===== src/rtl/alu65_pkg.sv =====
package alu65_pkg;

   typedef enum logic [3:0] {
      OP_ORA  = 4'd0,
      OP_AND  = 4'd1,
      OP_EOR  = 4'd2,
      OP_ADC  = 4'd3,
      OP_CMP  = 4'd4,
      OP_SBC  = 4'd5,
      OP_ASL  = 4'd6,
      OP_ROL  = 4'd7,
      OP_LSR  = 4'd8,
      OP_ROR  = 4'd9,
      OP_INC  = 4'd10,
      OP_DEC  = 4'd11,
      OP_BIT  = 4'd12,
      OP_FLAG = 4'd13,
      OP_PASS = 4'd14,
      OP_PAS2 = 4'd15
   } alu_op_e;

   localparam int ST_N = 7;
   localparam int ST_V = 6;
   localparam int ST_D = 3;
   localparam int ST_I = 2;
   localparam int ST_Z = 1;
   localparam int ST_C = 0;
   localparam int ST_W = 8;

   // Per-unit flag request: a write-enable and a value for each arithmetic flag
   typedef struct packed {
      logic wr_n;
      logic wr_v;
      logic wr_z;
      logic wr_c;
      logic n;
      logic v;
      logic z;
      logic c;
   } flag_upd_t;

   localparam flag_upd_t FLAG_NONE = '0;

   function automatic logic [ST_W-1:0] apply_upd(input logic [ST_W-1:0] s,
                                                 input flag_upd_t        u);
      logic [ST_W-1:0] r;
      r = s;
      if (u.wr_n) r[ST_N] = u.n;
      if (u.wr_v) r[ST_V] = u.v;
      if (u.wr_z) r[ST_Z] = u.z;
      if (u.wr_c) r[ST_C] = u.c;
      return r;
   endfunction

   function automatic logic is_logic_op(input alu_op_e o);
      return (o == OP_ORA) || (o == OP_AND) || (o == OP_EOR) || (o == OP_BIT);
   endfunction

   function automatic logic is_arith_op(input alu_op_e o);
      return (o == OP_ADC) || (o == OP_SBC) || (o == OP_CMP) ||
             (o == OP_INC) || (o == OP_DEC);
   endfunction

   function automatic logic is_shift_op(input alu_op_e o);
      return (o == OP_ASL) || (o == OP_ROL) || (o == OP_LSR) || (o == OP_ROR);
   endfunction

endpackage


===== src/rtl/alu65_logic_unit.sv =====
module alu65_logic_unit
   import alu65_pkg::*;
#(
   parameter int DATA_W = 8
) (
   input  alu_op_e           op,
   input  logic [DATA_W-1:0] a,
   input  logic [DATA_W-1:0] m,
   output logic [DATA_W-1:0] res,
   output flag_upd_t         upd
);
   localparam int MSB = DATA_W - 1;

   logic [DATA_W-1:0] and_v;
   assign and_v = a & m;

   always_comb begin
      res = a;
      upd = FLAG_NONE;
      case (op)
         OP_ORA: res = a | m;
         OP_AND: res = and_v;
         OP_EOR: res = a ^ m;
         default: res = a;
      endcase
      if (op == OP_BIT) begin
         upd.wr_n = 1'b1;
         upd.wr_v = 1'b1;
         upd.wr_z = 1'b1;
         upd.n    = m[MSB];
         upd.v    = m[MSB-1];
         upd.z    = ~|and_v;
      end else begin
         upd.wr_n = 1'b1;
         upd.wr_z = 1'b1;
         upd.n    = res[MSB];
         upd.z    = ~|res;
      end
   end

endmodule


===== src/rtl/alu65_addsub_unit.sv =====
module alu65_addsub_unit
   import alu65_pkg::*;
#(
   parameter int DATA_W = 8
) (
   input  alu_op_e           op,
   input  logic [DATA_W-1:0] a,
   input  logic [DATA_W-1:0] m,
   input  logic              c_in,
   output logic [DATA_W-1:0] res,
   output flag_upd_t         upd
);
   localparam int MSB = DATA_W - 1;
   localparam int SUM_W = DATA_W + 1;

   logic [DATA_W-1:0] b_opnd;
   logic              cy_in;
   logic [SUM_W-1:0]  sum;
   logic              ovf;

   // One adder serves add, subtract, compare, increment and decrement
   always_comb begin
      b_opnd = '0;
      cy_in  = 1'b0;
      case (op)
         OP_ADC: begin b_opnd = m;          cy_in = c_in; end
         OP_SBC: begin b_opnd = ~m;         cy_in = c_in; end
         OP_CMP: begin b_opnd = ~m;         cy_in = 1'b1; end
         OP_INC: begin b_opnd = '0;         cy_in = 1'b1; end
         OP_DEC: begin b_opnd = {DATA_W{1'b1}}; cy_in = 1'b0; end
         default: begin b_opnd = '0;        cy_in = 1'b0; end
      endcase
   end

   assign sum = {1'b0, a} + {1'b0, b_opnd} + {{DATA_W{1'b0}}, cy_in};
   assign res = sum[DATA_W-1:0];
   // Same-sign operands whose sign the result does not keep
   assign ovf = (~(a[MSB] ^ b_opnd[MSB])) & (a[MSB] ^ res[MSB]);

   always_comb begin
      upd      = FLAG_NONE;
      upd.n    = res[MSB];
      upd.z    = ~|res;
      upd.c    = sum[DATA_W];
      upd.v    = ovf;
      case (op)
         OP_ADC, OP_SBC: begin
            upd.wr_n = 1'b1; upd.wr_z = 1'b1; upd.wr_c = 1'b1; upd.wr_v = 1'b1;
         end
         OP_CMP: begin
            upd.wr_n = 1'b1; upd.wr_z = 1'b1; upd.wr_c = 1'b1;
         end
         OP_INC, OP_DEC: begin
            upd.wr_n = 1'b1; upd.wr_z = 1'b1;
         end
         default: ;
      endcase
   end

endmodule


===== src/rtl/alu65_shift_unit.sv =====
module alu65_shift_unit
   import alu65_pkg::*;
#(
   parameter int DATA_W = 8
) (
   input  alu_op_e           op,
   input  logic [DATA_W-1:0] a,
   input  logic              c_in,
   output logic [DATA_W-1:0] res,
   output flag_upd_t         upd
);
   localparam int MSB = DATA_W - 1;

   logic fill;
   logic to_left;

   assign to_left = (op == OP_ASL) || (op == OP_ROL);
   assign fill    = ((op == OP_ROL) || (op == OP_ROR)) ? c_in : 1'b0;

   always_comb begin
      upd      = FLAG_NONE;
      if (to_left) begin
         res   = {a[MSB-1:0], fill};
         upd.c = a[MSB];
      end else begin
         res   = {fill, a[MSB:1]};
         upd.c = a[0];
      end
      upd.wr_c = 1'b1;
      upd.wr_n = 1'b1;
      upd.wr_z = 1'b1;
      upd.n    = res[MSB];
      upd.z    = ~|res;
   end

endmodule


===== src/rtl/alu65_flag_unit.sv =====
module alu65_flag_unit
   import alu65_pkg::*;
(
   input  logic [2:0]      sel,
   input  logic [ST_W-1:0] s_in,
   output logic [ST_W-1:0] s_out
);
   // Selector values follow the top three opcode bits of the flag instructions
   always_comb begin
      s_out = s_in;
      case (sel)
         3'd0: s_out[ST_C] = 1'b0;
         3'd1: s_out[ST_C] = 1'b1;
         3'd2: s_out[ST_I] = 1'b0;
         3'd3: s_out[ST_I] = 1'b1;
         3'd5: s_out[ST_V] = 1'b0;
         3'd6: s_out[ST_D] = 1'b0;
         3'd7: s_out[ST_D] = 1'b1;
         default: s_out = s_in;
      endcase
   end

endmodule


===== src/rtl/alu65_core.sv =====
module alu65_core
   import alu65_pkg::*;
#(
   parameter int DATA_W  = 8,
   parameter bit REG_OUT = 1'b1
) (
   input  logic              clk,
   input  logic              rst_n,
   input  logic [3:0]        op,
   input  logic [DATA_W-1:0] reg_opnd,
   input  logic [DATA_W-1:0] mem_opnd,
   input  logic [ST_W-1:0]   stat_in,
   input  logic [2:0]        flag_sel,
   output logic [DATA_W-1:0] result,
   output logic [ST_W-1:0]   stat_out
);

   generate
      if (DATA_W < 2) begin : g_bad_width
         $error("alu65_core: DATA_W must be at least 2");
      end
   endgenerate

   alu_op_e           op_e;
   logic [DATA_W-1:0] lg_res, as_res, sh_res;
   flag_upd_t         lg_upd, as_upd, sh_upd;
   logic [ST_W-1:0]   fl_stat;
   logic [DATA_W-1:0] res_nxt;
   logic [ST_W-1:0]   st_nxt;

   assign op_e = alu_op_e'(op);

   alu65_logic_unit #(.DATA_W(DATA_W)) logic_i (
      .op (op_e), .a (reg_opnd), .m (mem_opnd), .res (lg_res), .upd (lg_upd)
   );

   alu65_addsub_unit #(.DATA_W(DATA_W)) addsub_i (
      .op (op_e), .a (reg_opnd), .m (mem_opnd), .c_in (stat_in[ST_C]),
      .res (as_res), .upd (as_upd)
   );

   alu65_shift_unit #(.DATA_W(DATA_W)) shift_i (
      .op (op_e), .a (reg_opnd), .c_in (stat_in[ST_C]), .res (sh_res), .upd (sh_upd)
   );

   alu65_flag_unit flag_i (
      .sel (flag_sel), .s_in (stat_in), .s_out (fl_stat)
   );

   // Result and status selection by operation group
   always_comb begin
      res_nxt = reg_opnd;
      st_nxt  = stat_in;
      if (is_logic_op(op_e)) begin
         res_nxt = lg_res;
         st_nxt  = apply_upd(stat_in, lg_upd);
      end else if (is_arith_op(op_e)) begin
         res_nxt = (op_e == OP_CMP) ? reg_opnd : as_res;
         st_nxt  = apply_upd(stat_in, as_upd);
      end else if (is_shift_op(op_e)) begin
         res_nxt = sh_res;
         st_nxt  = apply_upd(stat_in, sh_upd);
      end else if (op_e == OP_FLAG) begin
         st_nxt  = fl_stat;
      end
   end

   generate
      if (REG_OUT) begin : g_reg_out
         logic primed;

         always_ff @(posedge clk or negedge rst_n) begin
            if (!rst_n) begin
               result   <= '0;
               stat_out <= '0;
               primed   <= 1'b0;
            end else begin
               result   <= res_nxt;
               stat_out <= st_nxt;
               primed   <= 1'b1;
            end
         end

         AST_RSVD_BITS_HELD: assert property (@(posedge clk) disable iff (!rst_n)
            primed |-> stat_out[5:4] == $past(stat_in[5:4]))
            else $error("unused status bits altered");

         AST_DI_ONLY_BY_FLAG_OP: assert property (@(posedge clk) disable iff (!rst_n)
            primed && ($past(op) != 4'd13) |->
               (stat_out[ST_D] == $past(stat_in[ST_D])) &&
               (stat_out[ST_I] == $past(stat_in[ST_I])))
            else $error("D or I changed outside flag operation");

         AST_CMP_KEEPS_V_AND_REG: assert property (@(posedge clk) disable iff (!rst_n)
            primed && ($past(op) == 4'd4) |->
               (stat_out[ST_V] == $past(stat_in[ST_V])) && (result == $past(reg_opnd)))
            else $error("compare altered V or result");

         AST_LOGIC_KEEPS_CV: assert property (@(posedge clk) disable iff (!rst_n)
            primed && ($past(op) <= 4'd2) |->
               (stat_out[ST_C] == $past(stat_in[ST_C])) &&
               (stat_out[ST_V] == $past(stat_in[ST_V])))
            else $error("logic operation altered C or V");

         AST_SHIFT_KEEPS_V: assert property (@(posedge clk) disable iff (!rst_n)
            primed && ($past(op) >= 4'd6) && ($past(op) <= 4'd9) |->
               stat_out[ST_V] == $past(stat_in[ST_V]))
            else $error("shift altered V");

         AST_INCDEC_KEEPS_CV: assert property (@(posedge clk) disable iff (!rst_n)
            primed && (($past(op) == 4'd10) || ($past(op) == 4'd11)) |->
               (stat_out[ST_C] == $past(stat_in[ST_C])) &&
               (stat_out[ST_V] == $past(stat_in[ST_V])))
            else $error("increment or decrement altered C or V");

         AST_PASS_CODES: assert property (@(posedge clk) disable iff (!rst_n)
            primed && ($past(op) >= 4'd14) |->
               (result == $past(reg_opnd)) && (stat_out == $past(stat_in)))
            else $error("pass-through code altered outputs");
      end else begin : g_comb_out
         assign result   = res_nxt;
         assign stat_out = st_nxt;
      end
   endgenerate

endmodule


===== config.mk =====
export PLATFORM = sky130hd
export DESIGN_NAME = alu65_core
export DESIGN_NICKNAME = d
export VERILOG_FILES = /design/src/rtl/alu65_pkg.sv /design/src/rtl/alu65_logic_unit.sv /design/src/rtl/alu65_addsub_unit.sv /design/src/rtl/alu65_shift_unit.sv /design/src/rtl/alu65_flag_unit.sv /design/src/rtl/alu65_core.sv
export SDC_FILE = /design/constraint.sdc
export NUM_CORES = 1
export LEC_CHECK = 0
export BUFFER_PORTS_ARGS = -buffer_cell sky130_fd_sc_hd__buf_4
export CAP_MARGIN = 20
export CORE_ASPECT_RATIO = 2
export CORE_UTILIZATION = 55
export CTS_BUF_LIST = sky130_fd_sc_hd__clkbuf_16
export CTS_CLUSTER_DIAMETER = 50
export DETAILED_ROUTE_END_ITERATION = 7
export PLACE_DENSITY = 0.82
export SETUP_SLACK_MARGIN = 0.2
export SKIP_CTS_REPAIR_TIMING = 1
export SYNTH_ARGS = -nofsm -noshare
export SYNTH_HDL_FRONTEND = slang
export SYNTH_SLANG_ARGS = --single-unit

===== constraint.sdc =====
create_clock -name clk -period 0.8 [get_ports clk]
set_input_delay 0.12 -clock clk [delete_from_list [all_inputs] [get_ports clk]]
set_output_delay 0.12 -clock clk [all_outputs]
set_load 0.1 [all_outputs]

==> results of run 1 <==
==> stage by stage <==
step	std cells	worst slack, ns	hold WS [ns]
after floorplan	296	-1.83	-0.176
after global placement	474	-1.84	-0.0191
after detailed placement	474	-1.94	-0.0140
after CTS	478	-1.75	-0.278
==> kinds of logic after synthesis <==
family,after synthesis,synth area share
compound gates,109,0.338
flops,16,0.176
simple gates,96,0.220
mux,6,0.0281
fa+ha+maj,25,0.144
xor+xnor,5,0.0193
buf+inv,39,0.0748
==> results.py, run 1 <==
metrics = {
    "run_status": {
        "outcome": "did not finish",
        "stop_stage": "5_1_grt",
        "error": "[ERROR DPL-0038] Utilization greater than 100%, impossible to legalize",
    },
    "placed_design": {
        "portBuffers": 48,
        "gp_congestion": 0.936,
        "dp_hpwl_mm": 6.94,
        "place_area_sq_um": 3450,
    },
    "synth": {
        "netlist-cell-type-count": 60,
        "yosysMostFrequentCell": "nor2_1",
        "synth.avg_cell_area_sq_um": 7.68,
        "syn_nets": 354,
        "synthCells": 296,
        "yosysWarnings": 0,
        "synth_top_area_share": 0.176,
        "ys_ff_latch": 16,
        "synthTopCellsByArea": "dfrtp_1 (18%), ha_1 (13%), nor2_1 (5.6%)",
        "synth-edff-count": 0,
        "synthTopCellsByCount": "nor2_1 (34), ha_1 (23), a21oi_1 (20), inv_1 (20), o21ai_0 (20)",
        "synthFlopType": "dfrtp_1",
        "ys_seq_area_frac": 0.176,
        "ys_async_sr_fraction": 1.00,
        "synth_largest_area_cell": "dfrtp_1",
        "syn-cell-area_sq_um": 2270,
    },
    "clocking": {
        "clock_sinks": 16,
        "cts_root_buf": "clkbuf_16",
        "clock_path_buffers": 2,
        "htreeDepth": 1,
        "numCtsBuffers": 3,
    },
    "timing": {
        "endpoint_type": "register input",
        "postGrtWorstEndpoint": "stat_out[1]$_DFF_PN0_/D",
    },
    "floorplanning": {
        "die_y_microns": 93.0,
        "initial_core_util": 0.580,
        "die_w_microns": 47.5,
        "boundaryPins": 49,
        "fp-row-count": 32,
    },
    "global_routing": {
        "grt_max_degree": 45,
    },
}
==> run 2: changes to the inputs <==
--- a/config.mk
+++ b/config.mk
@@ -7,13 +7,9 @@
 export LEC_CHECK = 0
 export BUFFER_PORTS_ARGS = -buffer_cell sky130_fd_sc_hd__buf_4
 export CAP_MARGIN = 20
-export CORE_ASPECT_RATIO = 2
-export CORE_UTILIZATION = 55
-export CTS_BUF_LIST = sky130_fd_sc_hd__clkbuf_16
-export CTS_CLUSTER_DIAMETER = 50
+export CORE_UTILIZATION = 40
 export DETAILED_ROUTE_END_ITERATION = 7
-export PLACE_DENSITY = 0.82
-export SETUP_SLACK_MARGIN = 0.2
+export PLACE_DENSITY_LB_ADDON = 0.15
 export SKIP_CTS_REPAIR_TIMING = 1
 export SYNTH_ARGS = -nofsm -noshare
 export SYNTH_HDL_FRONTEND = slang
==> results.py, run 2 <==
metrics = {
    "run_status": {
        "outcome": "finished with violations",
        "violations": "negative setup slack",
    },
    "synth": {
        "synth_top_area_share": 0.176,
        "synth.avg_cell_area_sq_um": 7.68,
        "yosysMostFrequentCell": "nor2_1",
        "synthFlopType": "dfrtp_1",
        "synthCells": 296,
        "syn-cell-area_sq_um": 2270,
        "synth_largest_area_cell": "dfrtp_1",
        "syn_nets": 354,
        "synth-edff-count": 0,
        "yosysWarnings": 0,
        "netlist-cell-type-count": 60,
        "ys_seq_area_frac": 0.176,
        "ys_ff_latch": 16,
        "ys_async_sr_fraction": 1.00,
        "synthTopCellsByArea": "dfrtp_1 (18%), ha_1 (13%), nor2_1 (5.6%)",
        "synthTopCellsByCount": "nor2_1 (34), ha_1 (23), a21oi_1 (20), inv_1 (20), o21ai_0 (20)",
    },
    "timing": {
        "slew_headroom": 0.617,
        "finalSetupViolations": 30,
        "slew_violations": 0,
        "tns_ns": -18.42,
        "setup_ws_ns": -1.81,
        "final-hold-violation-count": 0,
        "finalCritPeriodShare": 3.26,
        "rsz0062_at_grt": "yes",
        "holdWs_ns": 0.108,
        "fmax_ghz": 0.384,
        "tightestPinTransition_ns": 0.571,
        "period_needed_ns": 2.61,
    },
    "routing": {
        "post-route-drc-count": 0,
        "drtAntennaViolNets": 0,
        "wirelength_mm": 7.97,
        "routedWlPerCell_microns": 16.0,
        "drtIter0Drc": 318,
        "firstDrtPassIters": 5,
        "dr_total_vias": 2836,
        "vias_per_cell": 5.68,
    },
    "pwr": {
        "irDropWorstVdd_mv": 1.36,
        "p_clk_frac": 0.149,
        "combPwrFrac": 0.637,
        "leakagePower_nw": 1.76,
        "p_sw_mw": 2.03,
        "p_per_area_nw_per_um2": 1220,
        "power_mw": 4.54,
        "p_int_mw": 2.51,
        "power_frac_seq": 0.214,
        "switching_share": 0.447,
    },
    "setup_path": {
        "arrival_ns": 2.75,
        "cp_max_fo": 4,
        "crit_path_end_kind": "flop",
        "critPathTopFamily": "simple AND/OR/NAND/NOR gates",
        "critPathKind": "in2reg",
        "cpPeakStageDelay_ns": 0.53,
        "path_cells": "buf_8 -> nor2b_4 -> nand2_4 -> a21oi_4 -> a21oi_2 -> fa_2 -> fa_2 -> nor2b_4 -> o31a_1 -> a21oi_2 -> or4b_4 -> o41ai_4",
        "cp_slowest_cell": "or4b_4",
        "worst-path-buf-inv": 1,
        "crit_required_ns": 0.94,
        "cp-start-kind": "input pin",
    },
    "placed_design": {
        "gp_congestion": 0.929,
        "dp_hpwl_mm": 6.38,
        "portBuffers": 48,
    },
    "finish": {
        "multi_input_area_sq_um": 1880,
        "drive_gt1_frac": 0.478,
        "layout_common_cells": "buf_4 (124), nor2_1 (27), ha_1 (23)",
        "nets": 486,
        "n_antenna_cell": 0,
        "reg.largest.list": "result x8, stat_out x8",
        "seq_area_sq_um": 419,
        "area_growth_pct": 63.1,
        "fillers": 475,
        "final_common_cell": "buf_4",
    },
    "floorplanning": {
        "initial_core_util": 0.413,
        "die_y_microns": 77.4,
        "dieArea_sq_um": 5990,
        "die_w_microns": 77.4,
        "fp-row-count": 27,
        "boundaryPins": 49,
        "core_area_sq_um": 5510,
    },
    "worst_hold_path": {
        "min_from": "stat_in[3]",
        "hold_end": "stat_out[3]$_DFF_PN0_",
        "hold_path_class": "in2reg",
        "whs_path_depth": 2,
    },
    "global_routing": {
        "grt_pass1_wl_mm": 12.4,
        "grt_max_degree": 51,
        "grt_overflow_total": 0,
        "track_usage": 0.261,
        "grt_pass1_vias": 2514,
        "antenna_found_initial": 0,
    },
    "clocking": {
        "htreeDepth": 1,
        "cts_tree": "yes",
        "clock_sinks": 16,
        "clk_pin_slew_worst_paths_ns": 0.06,
        "numCtsBuffers": 3,
        "cts_root_buf": "clkbuf_8",
        "clock_path_buffers": 2,
    },
    "run": {
        "cap_violations": 0,
    },
}
-- run 2: cell counts after synthesis --
Identical to the previous run, type by type.
-- run 2: logic make-up after synthesis --
| logic type | Yosys count | share of synthesized area |
|---|---|---|
| buffers and inverters | 39 | 0.0748 |
| muxes | 6 | 0.0281 |
| and+or+nand+nor | 96 | 0.220 |
| AOI/OAI and AO/OA | 109 | 0.338 |
| DFF | 16 | 0.176 |
| xor gates and xnor gates | 5 | 0.0193 |
| adders and majority gates | 25 | 0.144 |
-- run 2: power by group through the flow --
stage               clock, mW  combinational, mW  sequential, mW
floorplan                   0              0.925            1.72
global placement            0               2.60           0.964
detailed placement          0               2.63           0.966
CTS                     0.692               2.64           0.952
global route            0.733               3.07           0.977
finish                  0.677               2.89           0.971
-- run 2: worst max path at each step --
stage | from | to | slack (ns) | cells past startpoint
detailed placement | op[1] | stat_out[1]$_DFF_PN0_ | -2.01 | 12
CTS | op[1] | stat_out[1]$_DFF_PN0_ | -1.76 | 12
global route | op[1] | stat_out[1]$_DFF_PN0_ | -1.91 | 12
finish | op[1] | stat_out[1]$_DFF_PN0_ | -1.81 | 12
global placement | op[1] | stat_out[1]$_DFF_PN0_ | -1.86 | 12
floorplan | op[2] | stat_out[1]$_DFF_PN0_ | -1.83 | 13
-- run 2: cell type report --
cell class,count,share of cell area
inverter,20,0.0202
clock buffer,4,0.0148
tap,72,0.0243
sequential,16,0.113
multi-input combinational,241,0.508
timing repair buffer,146,0.320
-- run 2: metal layers --
layer | up-vias | GRT usage | wire (microns)
li1 | 1367 | - | -
met1 | 1333 | 0.360 | 3470
met2 | 124 | 0.435 | 3830
met3 | 12 | 0.0141 | 531
met4 | 0 | 0.0792 | 142
met5 | - | 0 | 0
-- run 2: metrics by stage --
step            util  setup WS (ns)  cell area [sq um]  instances
3_3_place_gp   0.618          -1.86               3400        490
3_5_place_dp   0.618          -2.01               3400        490
6_report       0.674          -1.81               3710        499
5_1_grt        0.674          -1.91               3710        499
4_1_cts        0.628          -1.76               3460        494
2_1_floorplan      -          -1.83               2420        296
Power figures use the tool's default switching activity.
==> run 3: changes to the inputs <==
--- a/config.mk
+++ b/config.mk
@@ -11,6 +11,7 @@
 export DETAILED_ROUTE_END_ITERATION = 7
 export PLACE_DENSITY_LB_ADDON = 0.15
 export SKIP_CTS_REPAIR_TIMING = 1
+export SLEW_MARGIN = 40
 export SYNTH_ARGS = -nofsm -noshare
 export SYNTH_HDL_FRONTEND = slang
 export SYNTH_SLANG_ARGS = --single-unit
==> constraint.sdc (replaced) <==
create_clock -name clk -period 0.8 [get_ports clk]
set_input_delay 0.16 -clock clk [delete_from_list [all_inputs] [get_ports clk]]
set_output_delay 0.16 -clock clk [all_outputs]
set_load 0.1 [all_outputs]
==> results.py, run 3 (same netlist as run 2, synthesis figures left out) <==
metrics = {
    "finish": {
        "area_growth_pct": 73.2,
        "reg.largest.list": "result x8, stat_out x8",
        "seq_area_sq_um": 457,
        "fillers": 415,
        "drive_gt1_frac": 0.487,
        "final_common_cell": "buf_4",
        "multi_input_area_sq_um": 1910,
        "final_area_sq_um": 3940,
        "n_antenna_cell": 0,
        "nets": 486,
        "layout_common_cells": "buf_4 (121), nor2_1 (28), ha_1 (21)",
        "stdcell_count": 499,
    },
    "global_routing": {
        "grt_max_degree": 51,
        "antenna_found_initial": 0,
        "track_usage": 0.251,
        "grt_pass1_vias": 2575,
        "grt_pass1_wl_mm": 12.0,
        "grt_overflow_total": 0,
    },
    "routing": {
        "top_layer": "met4",
        "met2WireLength_mm": 3.92,
        "wl_met3_microns": 552,
        "post-route-drc-count": 0,
        "dr_total_vias": 2825,
        "routedWlPerCell_microns": 16.1,
        "drtAntennaViolNets": 0,
        "drt-met1-wl_mm": 3.50,
        "vias_per_cell": 5.66,
        "wirelength_mm": 8.03,
        "drtIter0Drc": 210,
        "firstDrtPassIters": 7,
    },
    "placed_design": {
        "dp_hpwl_mm": 6.24,
        "dp_slack_ns": -1.99,
        "gp_congestion": 0.922,
        "place_area_sq_um": 3460,
        "dp_cells": 489,
        "portBuffers": 48,
    },
    "timing": {
        "finalCritPeriodShare": 3.12,
        "final-hold-violation-count": 0,
        "slew_violations": 0,
        "setup_ws_ns": -1.70,
        "tightestPinTransition_ns": 0.583,
        "rsz0062_at_grt": "yes",
        "finalSetupViolations": 30,
        "fmax_ghz": 0.400,
        "holdWs_ns": 0.0244,
        "slew_headroom": 0.609,
        "period_needed_ns": 2.50,
    },
    "run": {
        "cap_violations": 0,
    },
    "worst_hold_path": {
        "whs_path_depth": 1,
        "hold_end": "stat_out[5]$_DFF_PN0_",
        "hold_path_class": "in2reg",
        "min_from": "stat_in[5]",
    },
    "clocking": {
        "cts_root_buf": "clkbuf_8",
        "numCtsBuffers": 3,
        "clock_sinks": 16,
        "clk_pin_slew_worst_paths_ns": 0.06,
        "htreeDepth": 1,
        "clock_path_buffers": 2,
        "cts_tree": "yes",
    },
    "pwr": {
        "power_mw": 4.85,
        "leakagePower_nw": 1.81,
        "p_per_area_nw_per_um2": 1230,
        "irDropWorstVdd_mv": 1.10,
    },
    "floorplanning": {
        "dieArea_sq_um": 5990,
        "die_w_microns": 77.4,
        "die_y_microns": 77.4,
        "boundaryPins": 49,
        "initial_core_util": 0.413,
        "core_area_sq_um": 5510,
        "fp-row-count": 27,
    },
    "setup_path": {
        "cp_max_fo": 4,
        "cp-start-kind": "input pin",
        "crit_required_ns": 0.96,
        "critPathKind": "in2reg",
        "arrival_ns": 2.66,
        "crit_path_end_kind": "flop",
    },
    "run_status": {
        "outcome": "finished with violations",
        "violations": "negative setup slack",
    },
}
run 3: cell count changes in the layout (fill, tap and decap cells not counted), sizes merged:
cell | before | now
dlygate4sd3 | 3 | 1
buf | 143 | 145
run 3: worst max path at each step:
stage	end	cells past startpoint	from	slack (ns)
finish	result[6]$_DFF_PN0_	14	op[1]	-1.70
global route	stat_out[1]$_DFF_PN0_	12	op[1]	-1.75
CTS	stat_out[1]$_DFF_PN0_	12	op[1]	-1.74
detailed placement	stat_out[1]$_DFF_PN0_	12	op[1]	-1.99
global placement	stat_out[1]$_DFF_PN0_	12	op[1]	-1.89
floorplan	stat_out[1]$_DFF_PN0_	13	op[2]	-1.87
run 3: power breakdown:
group	total, mW	switching (mW)	leakage, nW	internal (mW)
sequential	1.06	0.0882	0.175	0.973
clock	0.680	0.245	0.0288	0.435
combinational	3.11	1.74	1.60	1.36
run 3: stage by stage:
stage | utilization | setup TNS [ns]
finish | 0.715 | -20.62
global route | 0.715 | -21.89
floorplan | - | -17.86
detailed placement | 0.628 | -21.96
CTS | 0.638 | -22.66
global placement | 0.628 | -21.30
run 3: per-layer routing:
| layer | global-route usage | vias to the layer above |
|---|---|---|
| met4 | 0.0736 | 0 |
| met5 | 0 | - |
| met3 | 0.0329 | 7 |
| met2 | 0.419 | 113 |
| met1 | 0.335 | 1327 |
| li1 | - | 1378 |
run 3: critical path, cell delays in order:
cell and delay (ns):
buf_8 0.08, nor2b_4 0.19, nand2_4 0.09, a21oi_4 0.16
a21oi_2 0.08, fa_2 0.38, fa_2 0.40, nor2b_2 0.13
o31a_1 0.16, buf_4 0.12, o21ai_1 0.07, a21oi_1 0.30
o221ai_1 0.18, a21oi_1 0.15
run 3: layout make-up:
class	count	area share
clock buffers	4	0.0140
inverters	20	0.0197
multi-input cells	241	0.486
flip-flops and latches	16	0.116
well taps	72	0.0229
repair buffers	146	0.341
==> run 4: changes to the inputs <==
--- a/config.mk
+++ b/config.mk
@@ -10,8 +10,8 @@
 export CORE_UTILIZATION = 40
 export DETAILED_ROUTE_END_ITERATION = 7
 export PLACE_DENSITY_LB_ADDON = 0.15
-export SKIP_CTS_REPAIR_TIMING = 1
 export SLEW_MARGIN = 40
 export SYNTH_ARGS = -nofsm -noshare
 export SYNTH_HDL_FRONTEND = slang
+export SYNTH_HIERARCHICAL = 1
 export SYNTH_SLANG_ARGS = --single-unit
==> results.py, run 4 <==
metrics = {
    "pwr": {
        "p_per_area_nw_per_um2": 1190,
        "power_frac_seq": 0.189,
        "leakagePower_nw": 2.24,
        "p_int_mw": 3.18,
        "switching_share": 0.440,
        "p_sw_mw": 2.50,
        "irDropWorstVdd_mv": 0.571,
        "combPwrFrac": 0.675,
        "p_clk_frac": 0.137,
    },
    "floorplanning": {
        "fp-row-count": 31,
        "boundaryPins": 49,
        "initial_core_util": 0.419,
        "die_w_microns": 89.9,
        "dieArea_sq_um": 8070,
        "core_area_sq_um": 7370,
        "die_y_microns": 89.9,
    },
    "routing": {
        "vias_per_cell": 5.53,
        "drtAntennaViolNets": 0,
        "wirelength_mm": 10.3,
        "drtIter0Drc": 211,
        "post-route-drc-count": 0,
        "routedWlPerCell_microns": 16.8,
        "firstDrtPassIters": 4,
        "dr_total_vias": 3402,
    },
    "finish": {
        "final_util": 0.649,
        "seq_area_sq_um": 457,
        "area_growth_pct": 54.8,
        "multi_input_area_sq_um": 2580,
        "final_area_sq_um": 4780,
        "nets": 575,
        "n_antenna_cell": 0,
        "layout_common_cells": "buf_4 (124), o21ai_0 (30), nand2_1 (30)",
        "final_common_cell": "buf_4",
        "reg.largest.list": "result x8, stat_out x8",
        "drive_gt1_frac": 0.496,
        "fillers": 615,
    },
    "setup_path": {
        "cp_slowest_cell": "fa_2",
        "worst-path-buf-inv": 2,
        "crit_path_end_kind": "flop",
        "critPathKind": "in2reg",
        "cp-start-kind": "input pin",
        "cpPeakStageDelay_ns": 0.54,
        "crit_top_cell": "fa_2",
        "crit_required_ns": 0.97,
        "cp_max_fo": 4,
        "path_cells": "buf_6 -> nand2b_4 -> or2_4 -> a21oi_2 -> o21ai_2 -> fa_2 -> fa_2 -> inv_2 -> or3_1 -> a221o_1 -> nor4_2 -> mux2_4 -> nand2_2 -> o221ai_2",
        "arrival_ns": 2.96,
        "critPathTopFamily": "simple AND/OR/NAND/NOR gates",
    },
    "global_routing": {
        "grt_pass1_wl_mm": 16.7,
        "track_usage": 0.252,
        "grt_max_degree": 35,
        "grt_overflow_total": 0,
        "grt_pass1_vias": 3317,
        "antenna_found_initial": 0,
    },
    "timing": {
        "slew_violations": 0,
        "slew_headroom": 0.603,
        "holdWs_ns": 0.135,
        "fmax_ghz": 0.359,
        "tightestPinTransition_ns": 0.590,
        "final-hold-violation-count": 0,
        "finalSetupViolations": 32,
        "finalCritPeriodShare": 3.49,
        "setup_ws_ns": -1.99,
        "period_needed_ns": 2.79,
        "rsz0062_at_grt": "yes",
    },
    "synth": {
        "ys_async_sr_fraction": 1.00,
        "syn-cell-area_sq_um": 3090,
        "ys_ff_latch": 16,
        "synth_largest_area_cell": "dfrtp_1",
        "yosysMostFrequentCell": "o21ai_0",
        "synth-edff-count": 0,
        "ys_seq_area_frac": 0.130,
        "synthTopCellsByCount": "o21ai_0 (42), nand2_1 (32), a21oi_1 (31)",
        "netlist-cell-type-count": 64,
        "synth.avg_cell_area_sq_um": 7.86,
        "synthCells": 393,
        "synthTopCellsByArea": "dfrtp_1 (13%), ha_1 (9.3%), mux2_2 (8.4%)",
        "yosysWarnings": 6,
        "synth_top_area_share": 0.130,
        "synthFlopType": "dfrtp_1",
    },
    "worst_hold_path": {
        "whs_path_depth": 2,
        "hold_path_class": "in2reg",
        "hold_end": "stat_out[5]$_DFF_PN0_",
        "min_from": "stat_in[5]",
    },
    "clocking": {
        "cts_tree": "yes",
        "cts_root_buf": "clkbuf_8",
        "clk_pin_slew_worst_paths_ns": 0.08,
        "htreeDepth": 1,
        "clock_sinks": 16,
        "numCtsBuffers": 3,
        "clock_path_buffers": 2,
    },
    "placed_design": {
        "gp_congestion": 0.894,
        "dp_hpwl_mm": 7.31,
        "portBuffers": 48,
        "place_area_sq_um": 4180,
        "dp_slack_ns": -2.30,
    },
    "run_status": {
        "outcome": "finished with violations",
        "violations": "negative setup slack",
    },
    "run": {
        "cap_violations": 0,
    },
}
## run 4: cell count changes in the layout (fill, tap and decap cells not counted), sizes merged, moves of 8 or more
cell / before / now
nor2: 35 / 12
nand2: 16 / 32
o21ai: 20 / 45
mux2i: 3 / 17
nand2b: 6 / 14
a21oi: 20 / 31
inv: 20 / 31
mux2: 3 / 26
conb: 0 / 9
## run 4: area by class of cell
cell class | count | share of cell area
repair buffers | 151 | 0.301
inverters | 31 | 0.0259
flip-flops and latches | 16 | 0.0955
multi-input cells | 314 | 0.540
clock buffers | 4 | 0.0115
well taps | 99 | 0.0259
## run 4: how the worst max path moves through the flow
stage | start | end | slack [ns] | cells after the start
6_report | op[2] | stat_out[1]$_DFF_PN0_ | -1.99 | 14
5_1_grt | op[2] | stat_out[1]$_DFF_PN0_ | -2.13 | 14
4_1_cts | op[2] | stat_out[1]$_DFF_PN0_ | -1.94 | 14
3_5_place_dp | op[2] | stat_out[1]$_DFF_PN0_ | -2.30 | 14
3_3_place_gp | op[2] | stat_out[1]$_DFF_PN0_ | -2.20 | 14
2_1_floorplan | op[2] | stat_out[1]$_DFF_PN0_ | -2.01 | 13
## run 4: repair_timing
| item | 4_1_cts | 5_1_grt |
|---|---|---|
| gates cloned | 1 | 0 |
| hold buffers | 1 | 0 |
| buffers inserted | 5 | 3 |
| pin swaps | 19 | 17 |
| hold endpoints to repair | 16 | 0 |
| resized for setup | 86 | 18 |
| endpoints found under the setup margin | 32 | 32 |
## run 4: routing by layer
metal | vias up | wire length, microns | GRT usage
met3 | 18 | 611 | 0.0220
met2 | 109 | 5150 | 0.433
met1 | 1622 | 4380 | 0.330
met5 | - | 0 | 0
met4 | 0 | 213 | 0.0887
li1 | 1653 | - | -
## run 4: cell families (layout without fill, tap and decap cells)
kind of cell | Yosys count | count (layout) | synth area share
xor+xnor | 4 | 4 | 0.0113
other cells | 4 | 9 | 0.00486
mux | 43 | 43 | 0.154
flops | 16 | 16 | 0.130
buf+inv | 68 | 186 | 0.125
fa+ha+maj | 25 | 25 | 0.106
compound gates | 134 | 134 | 0.285
simple gates | 99 | 99 | 0.184
## run 4: stage by stage
step           TNS (ns)  power, mW  cells
6_report         -24.69       5.69    615
5_1_grt          -26.30       5.97    615
4_1_cts          -24.59       5.56    613
3_5_place_dp     -26.10       4.19    603
3_3_place_gp     -25.50       4.15    603
2_1_floorplan    -20.22       3.12    398
## run 4: power groups by stage
stage / clock network [mW] / registers [mW] / logic, mW
final: 0.777 / 1.07 / 3.83
after global routing: 0.839 / 1.08 / 4.05
after floorplan: 0 / 1.84 / 1.28
after global placement: 0 / 1.03 / 3.12
after CTS: 0.794 / 1.07 / 3.69
after detailed placement: 0 / 1.03 / 3.17
